`src/rtl/msq_pkg.sv`:
```
package msq_pkg;

  typedef enum logic [1:0] {
    PH_IDLE = 2'd0,
    PH_PRO  = 2'd1,
    PH_BODY = 2'd2,
    PH_EPI  = 2'd3
  } phase_t;

  // Phase that follows 'from', skipping every empty phase.
  // PH_IDLE as the result means the loop is finished.
  function automatic phase_t pick_next(phase_t from, logic has_pro,
                                       logic has_body, logic has_epi);
    phase_t nxt;
    nxt = PH_IDLE;
    case (from)
      PH_IDLE: begin
        if (has_pro)       nxt = PH_PRO;
        else if (has_body) nxt = PH_BODY;
        else if (has_epi)  nxt = PH_EPI;
      end
      PH_PRO: begin
        if (has_body)      nxt = PH_BODY;
        else if (has_epi)  nxt = PH_EPI;
      end
      PH_BODY: begin
        if (has_epi)       nxt = PH_EPI;
      end
      default: nxt = PH_IDLE;
    endcase
    return nxt;
  endfunction

endpackage

```
`src/rtl/msq_cfg_regs.sv`:
```
module msq_cfg_regs #(
  parameter int LEN_W  = 4,
  parameter int ITER_W = 8,
  parameter int DATA_W = 8
) (
  input  logic              clk,
  input  logic              rst_n,
  input  logic              we,
  input  logic [1:0]        sel,
  input  logic [DATA_W-1:0] wdata,
  input  logic              lock,
  output logic [LEN_W-1:0]  pro_len,
  output logic [LEN_W-1:0]  body_len,
  output logic [LEN_W-1:0]  epi_len,
  output logic [ITER_W-1:0] pass_cnt
);

  logic wr_ok;
  assign wr_ok = we && !lock;

  always_ff @(posedge clk) begin
    if (!rst_n) begin
      pro_len  <= '0;
      body_len <= '0;
      epi_len  <= '0;
      pass_cnt <= '0;
    end else if (wr_ok) begin
      case (sel)
        2'd0:    pro_len  <= wdata[LEN_W-1:0];
        2'd1:    body_len <= wdata[LEN_W-1:0];
        2'd2:    epi_len  <= wdata[LEN_W-1:0];
        default: pass_cnt <= wdata[ITER_W-1:0];
      endcase
    end
  end

  // register contents are frozen while a loop runs
  a_r2_locked: assert property (@(posedge clk) disable iff (!rst_n)
    (lock && we) |=> ($stable(pro_len) && $stable(body_len) &&
                      $stable(epi_len) && $stable(pass_cnt)));

endmodule

```
`src/rtl/msq_pc.sv`:
```
module msq_pc
  import msq_pkg::*;
#(
  parameter int LEN_W  = 4,
  parameter int ITER_W = 8,
  parameter int CTX_W  = 6
) (
  input  logic              clk,
  input  logic              rst_n,
  input  logic              start,
  input  logic [LEN_W-1:0]  pro_len,
  input  logic [LEN_W-1:0]  body_len,
  input  logic [LEN_W-1:0]  epi_len,
  input  logic [ITER_W-1:0] pass_cnt,
  output logic [CTX_W-1:0]  ctx_id,
  output logic              ctx_valid,
  output logic              busy,
  output logic              done
);

  phase_t            phase_q, nxt_ph;
  logic [CTX_W-1:0]  pc_q;
  logic [ITER_W-1:0] pass_q;
  logic              done_q;

  logic [CTX_W-1:0]  body_base, epi_base, end_id, entry_pc;
  logic              has_pro, has_body, has_epi;

  // named internal events
  logic start_acc, at_end, wrap_evt, leave_evt, finish_evt;

  assign body_base = CTX_W'(pro_len);
  assign epi_base  = body_base + CTX_W'(body_len);

  assign has_pro  = (pro_len != '0);
  assign has_body = (body_len != '0) && (pass_cnt != '0);
  assign has_epi  = (epi_len != '0);

  assign busy      = (phase_q != PH_IDLE);
  assign start_acc = start && !busy;

  always_comb begin
    case (phase_q)
      PH_PRO:  end_id = body_base - CTX_W'(1);
      PH_BODY: end_id = epi_base - CTX_W'(1);
      PH_EPI:  end_id = epi_base + CTX_W'(epi_len) - CTX_W'(1);
      default: end_id = '0;
    endcase
  end

  assign at_end    = busy && (pc_q == end_id);
  assign wrap_evt  = at_end && (phase_q == PH_BODY) && (pass_q > ITER_W'(1));
  assign leave_evt = at_end && !wrap_evt;

  assign nxt_ph = pick_next(start_acc ? PH_IDLE : phase_q,
                            has_pro, has_body, has_epi);
  assign finish_evt = (start_acc || leave_evt) && (nxt_ph == PH_IDLE);

  always_comb begin
    case (nxt_ph)
      PH_BODY: entry_pc = body_base;
      PH_EPI:  entry_pc = epi_base;
      default: entry_pc = '0;
    endcase
  end

  always_ff @(posedge clk) begin
    if (!rst_n) begin
      phase_q <= PH_IDLE;
      pc_q    <= '0;
      pass_q  <= '0;
      done_q  <= 1'b0;
    end else if (start_acc || leave_evt) begin
      phase_q <= nxt_ph;
      pc_q    <= entry_pc;
      done_q  <= finish_evt;
      if (nxt_ph == PH_BODY) pass_q <= pass_cnt;
    end else if (wrap_evt) begin
      pc_q   <= body_base;
      pass_q <= pass_q - ITER_W'(1);
    end else if (busy) begin
      pc_q <= pc_q + CTX_W'(1);
    end
  end

  assign ctx_id    = pc_q;
  assign ctx_valid = busy;
  assign done      = done_q;

  // one step per cycle inside a phase
  a_r4_step: assert property (@(posedge clk) disable iff (!rst_n)
    (busy && !at_end) |=> (ctx_id == $past(ctx_id) + CTX_W'(1)));

  // a wrap returns to the first body context
  a_r5_wrap: assert property (@(posedge clk) disable iff (!rst_n)
    wrap_evt |=> (ctx_valid && ctx_id == body_base));

  // the body never runs with no passes left
  a_r8_pass_live: assert property (@(posedge clk) disable iff (!rst_n)
    (phase_q == PH_BODY) |-> (pass_q != '0));

  // done is held until a start
  a_r9_done_hold: assert property (@(posedge clk) disable iff (!rst_n)
    (done && !start) |=> done);

  // done and valid exclusive
  a_r9_excl: assert property (@(posedge clk) disable iff (!rst_n)
    !(done && ctx_valid));

  // start while busy does not restart the sequence
  a_r10_busy_start: assert property (@(posedge clk) disable iff (!rst_n)
    (busy && start && !at_end) |=> (busy && ctx_id == $past(ctx_id) + CTX_W'(1)));

  // idle outputs are quiet
  a_r1_idle_zero: assert property (@(posedge clk) disable iff (!rst_n)
    !ctx_valid |-> (ctx_id == '0));

endmodule

```
`src/rtl/modsched_seq.sv`:
```
module modsched_seq #(
  parameter  int LEN_W  = 4,
  parameter  int ITER_W = 8,
  localparam int DATA_W = (LEN_W > ITER_W) ? LEN_W : ITER_W,
  localparam int CTX_W  = LEN_W + 2
) (
  input  logic              clk,
  input  logic              rst_n,
  input  logic              cfg_we,
  input  logic [1:0]        cfg_sel,
  input  logic [DATA_W-1:0] cfg_wdata,
  input  logic              start,
  output logic [CTX_W-1:0]  ctx_id,
  output logic              ctx_valid,
  output logic              busy,
  output logic              done
);

  logic [LEN_W-1:0]  pro_len, body_len, epi_len;
  logic [ITER_W-1:0] pass_cnt;

  msq_cfg_regs #(.LEN_W(LEN_W), .ITER_W(ITER_W), .DATA_W(DATA_W)) u_cfg (
    .clk      (clk),
    .rst_n    (rst_n),
    .we       (cfg_we),
    .sel      (cfg_sel),
    .wdata    (cfg_wdata),
    .lock     (busy),
    .pro_len  (pro_len),
    .body_len (body_len),
    .epi_len  (epi_len),
    .pass_cnt (pass_cnt)
  );

  msq_pc #(.LEN_W(LEN_W), .ITER_W(ITER_W), .CTX_W(CTX_W)) u_pc (
    .clk       (clk),
    .rst_n     (rst_n),
    .start     (start),
    .pro_len   (pro_len),
    .body_len  (body_len),
    .epi_len   (epi_len),
    .pass_cnt  (pass_cnt),
    .ctx_id    (ctx_id),
    .ctx_valid (ctx_valid),
    .busy      (busy),
    .done      (done)
  );

endmodule

```
`config.mk`:
```
export PLATFORM = sky130hd
export DESIGN_NAME = modsched_seq
export DESIGN_NICKNAME = d
export VERILOG_FILES = /design/src/rtl/msq_pkg.sv /design/src/rtl/msq_cfg_regs.sv /design/src/rtl/msq_pc.sv /design/src/rtl/modsched_seq.sv
export SDC_FILE = /design/constraint.sdc
export NUM_CORES = 1
export LEC_CHECK = 0
export CELL_PAD_IN_SITES_DETAIL_PLACEMENT = 2
export CELL_PAD_IN_SITES_GLOBAL_PLACEMENT = 2
export CORE_MARGIN = 8
export CORE_UTILIZATION = 38
export DETAILED_ROUTE_END_ITERATION = 12
export PLACE_DENSITY = 0.85
export SLEW_MARGIN = 20
export SYNTH_ARGS = -nofsm -noshare
export SYNTH_HDL_FRONTEND = slang
export SYNTH_HIERARCHICAL = 1
export SYNTH_SLANG_ARGS = --single-unit
```
`constraint.sdc`:
```
create_clock -name clk -period 7.1 [get_ports clk]
set_input_delay 2.13 -clock clk [delete_from_list [all_inputs] [get_ports clk]]
set_output_delay 2.13 -clock clk [all_outputs]
set_load 0.01 [all_outputs]
```
==> qor.yml <==
status: "finished, final reports clean"
reg2reg_to: "u_pc/ctx_id[0]"
finalHoldViolations: 0
groute.usage.overall_pct: 18.2
postCtsHoldBufs: 0
fmax_mhz: 211
grt_pass1_vias: 2856
dieArea_mm2: 0.0104
power.net_switching_uw: 257
yosys.area_share.adder_pct: 8.09
antenna_left: 0
port_buffers: 22
yosys_register_bits: 37
vias_per_cell: 5.79
hold_class: "flip-flop to flip-flop"
dpl.hpwl_mm: 6.76
slew_headroom_pct: 33.2
grt_pass1_wl_mm: 14.8
peakVddDrop_mv: 0.0848
ff2ff_setup_slack_ns: 2.36
area_delta_synth_final_pct: 12.3
yosys.area_share.simple_pct: 23.5
async_flop_share_pct: 0
final_util_pct: 43.8
powerDensity_mw_per_mm2: 207
cp-start-kind: "flip-flop"
die_y_um: 102
drt-initial-drc-count: 123
reg2reg_from: "u_cfg/pro_len[0]"
antenna_found_initial: 0
insertion_delay_ns: 0.30
synthFlopType: "dfxtp_1"
skew_ns: 0.00928
critPathCaptureType: "flip-flop"
ioPinCount: 23
rsz0062_at_grt: "false"
cts_made_buffers: 5
gp_congestion: 0.801
placementRows: 31
yosys.area_share.xor_xnor_pct: 3.65
fp.dieW_um: 102
path_clk_slew_ns: 0.09
seqPwrFrac_pct: 38.3
worst-path-max-fanout: 15
ys_warn_count: 6
p_int_uw: 396
ctsResizeCount: 0
wl_per_cell_um: 20.0
synth_compound_area_share_pct: 22.0
crit_required_ns: 7.30
hold_path_end: "u_pc/pass_q[7]"
drc: 0
ys_top_cells_by_area: "dfxtp_1 (26%), mux2i_1 (9.6%), ha_1 (6.7%), nand2_1 (6.4%), a21oi_1 (3.2%)"
synth_top_family_by_area: "simple AND/OR/NAND/NOR gates"
cts_post_setup_buffers_inserted: 0
finalNetCount: 385
cp_data_arrival_time_ns: 4.94
seq_area_frac_synth_pct: 26.3
critPathKind: "flip-flop to flip-flop"
synth_common_cells: "nand2_1 (48), dfxtp_1 (37), mux2i_1 (27)"
h-tree-depth: 2
clkSinkCount: 37
synth_top_area_share_pct: 26.3
leakage_nw: 1.17
slew_viol_final: 0
clockRootBuffer: "clkbuf_8"
drive_gt1_share_pct: 7.63
setup_viol: 0
sw_frac_of_total_pct: 39.3
yosysMostFrequentCell: "nand2_1"
cts_tree: "done"
avgSynthCellArea_um2: 8.30
muxShareOfSynthArea_pct: 10.0
synth.net_count: 370
rr_worst_depth: 15
fin_crit_sh_pct: 66.7
cts_buffer_depth: 2
initial_core_util_pct: 39.0
antenna_cells: 0
combinationalPowerShare_pct: 38.7
synth_enable_flop_cells: 0
core_area_mm2: 0.00721
tightest_slew_ns: 0.992
hold_depth: 2
yosys.area.top_type: "dfxtp_1"
syn-cell-area_mm2: 0.00281
tns_ns: 0
wl_mm: 9.04
postSynthCellCount: 339
grt_max_degree: 38
synth_cell_types: 74
hp-start: "u_pc/pass_q[7]"
grt_overflow_total: 0
fin_crit_ns: 4.74
clock_power_share_pct: 23.0
drv_cap: 0
first_pass_iters: 4
num_vias: 2622
critical path, stage by stage (launching register included):
cell       delay [ns]
dfxtp_1          0.36
ha_1             0.25
fa_1             0.43
xnor2_2          0.38
xor2_1           0.24
inv_1            0.09
fa_1             0.46
xor2_1           0.17
a21boi_1         0.30
a2111oi_0        0.17
a31oi_1          0.17
o2111ai_1        0.24
nor3_4           0.50
o2bb2ai_2        0.29
o22a_2           0.32
a211oi_1         0.25
sequential cells by signal, indices dropped and copies added (netlist names):
register and cells:
u_cfg/pro_len 4, u_cfg/body_len 4, u_pc/pass_q 8, u_pc/phase_q 2, u_pc/done 1, u_cfg/pass_cnt 8
u_pc/ctx_id 6, u_cfg/epi_len 4
layout by cell type (no fill, tap or decap), drive strengths merged, types with 6 or more instances in the layout:
| cell | Yosys | layout |
|---|---|---|
| nand2 | 48 | 48 |
| dfxtp | 37 | 37 |
| mux2i | 27 | 27 |
| nor2 | 23 | 23 |
| clkdlybuf4s50 | 0 | 22 |
| inv | 20 | 20 |
| a21oi | 18 | 18 |
| ha | 15 | 15 |
| nor2b | 8 | 8 |
| o21ai | 8 | 8 |
| nand3 | 6 | 6 |
| nand2b | 6 | 6 |
| a31oi | 6 | 6 |
| clkbuf | 1 | 6 |
| a211oi | 6 | 6 |
power groups by stage:
| stage | Sequential (mW) | Clock, mW | Combinational, mW |
|---|---|---|---|
| after floorplan | 0.242 | 0 | 0.185 |
| after global placement | 0.253 | 0 | 0.238 |
| after detailed placement | 0.254 | 0 | 0.249 |
| after CTS | 0.250 | 0.157 | 0.253 |
| after global routing | 0.253 | 0.163 | 0.276 |
| final | 0.250 | 0.150 | 0.253 |
cell type report:
type | instances | area, um2
clock buffers | 6 | 72.6
clock inverters | 1 | 8.76
fillers | 860 | 4050
inverters | 22 | 82.6
multi-input cells | 264 | 1900
flip-flops and latches | 37 | 741
well taps | 99 | 124
repair buffers | 24 | 235
how the worst max path moves through the flow:
stage | slack (ns) | cells after the start | from | end
after global routing | 2.00 | 15 | u_cfg/pro_len[0] | u_pc/pass_q[0]
after CTS | 2.37 | 15 | u_cfg/pro_len[0] | u_pc/ctx_id[0]
after global placement | 2.64 | 15 | u_cfg/pro_len[0] | u_pc/pass_q[0]
final | 2.36 | 15 | u_cfg/pro_len[0] | u_pc/ctx_id[0]
after floorplan | 2.99 | 17 | u_cfg/pro_len[0] | u_pc/pass_q[1]
after detailed placement | 2.43 | 15 | u_cfg/pro_len[0] | u_pc/pass_q[0]
per-stage QoR:
step | hold slack [ns] | worst slack (ns) | power, mW | cell area (um2) | cells
2_1_floorplan | 0.436 | 2.99 | 0.426 | 2810 | 339
3_3_place_gp | 0.456 | 2.64 | 0.491 | 3070 | 446
3_5_place_dp | 0.469 | 2.43 | 0.503 | 3070 | 446
4_1_cts | 0.482 | 2.37 | 0.660 | 3150 | 453
5_1_grt | 0.510 | 2.00 | 0.692 | 3160 | 453
6_report | 0.474 | 2.36 | 0.653 | 3160 | 453
layer usage:
metal,routed length [um],vias to the layer above,global-route usage (%)
li1,-,1257,-
met1,4200,1309,22.8
met2,4340,48,30.6
met3,385,8,3.20
met4,115,0,5.64
met5,0,-,0
cells by family (layout without fill, tap and decap cells):
group	Yosys count	in the layout
AOI/OAI and AO/OA	85	85
xor gates and xnor gates	10	10
adders and majority gates	17	17
buffers and inverters	38	53
DFF	37	37
muxes	28	28
and+or+nand+nor	124	124
Power figures use the tool's default switching activity.
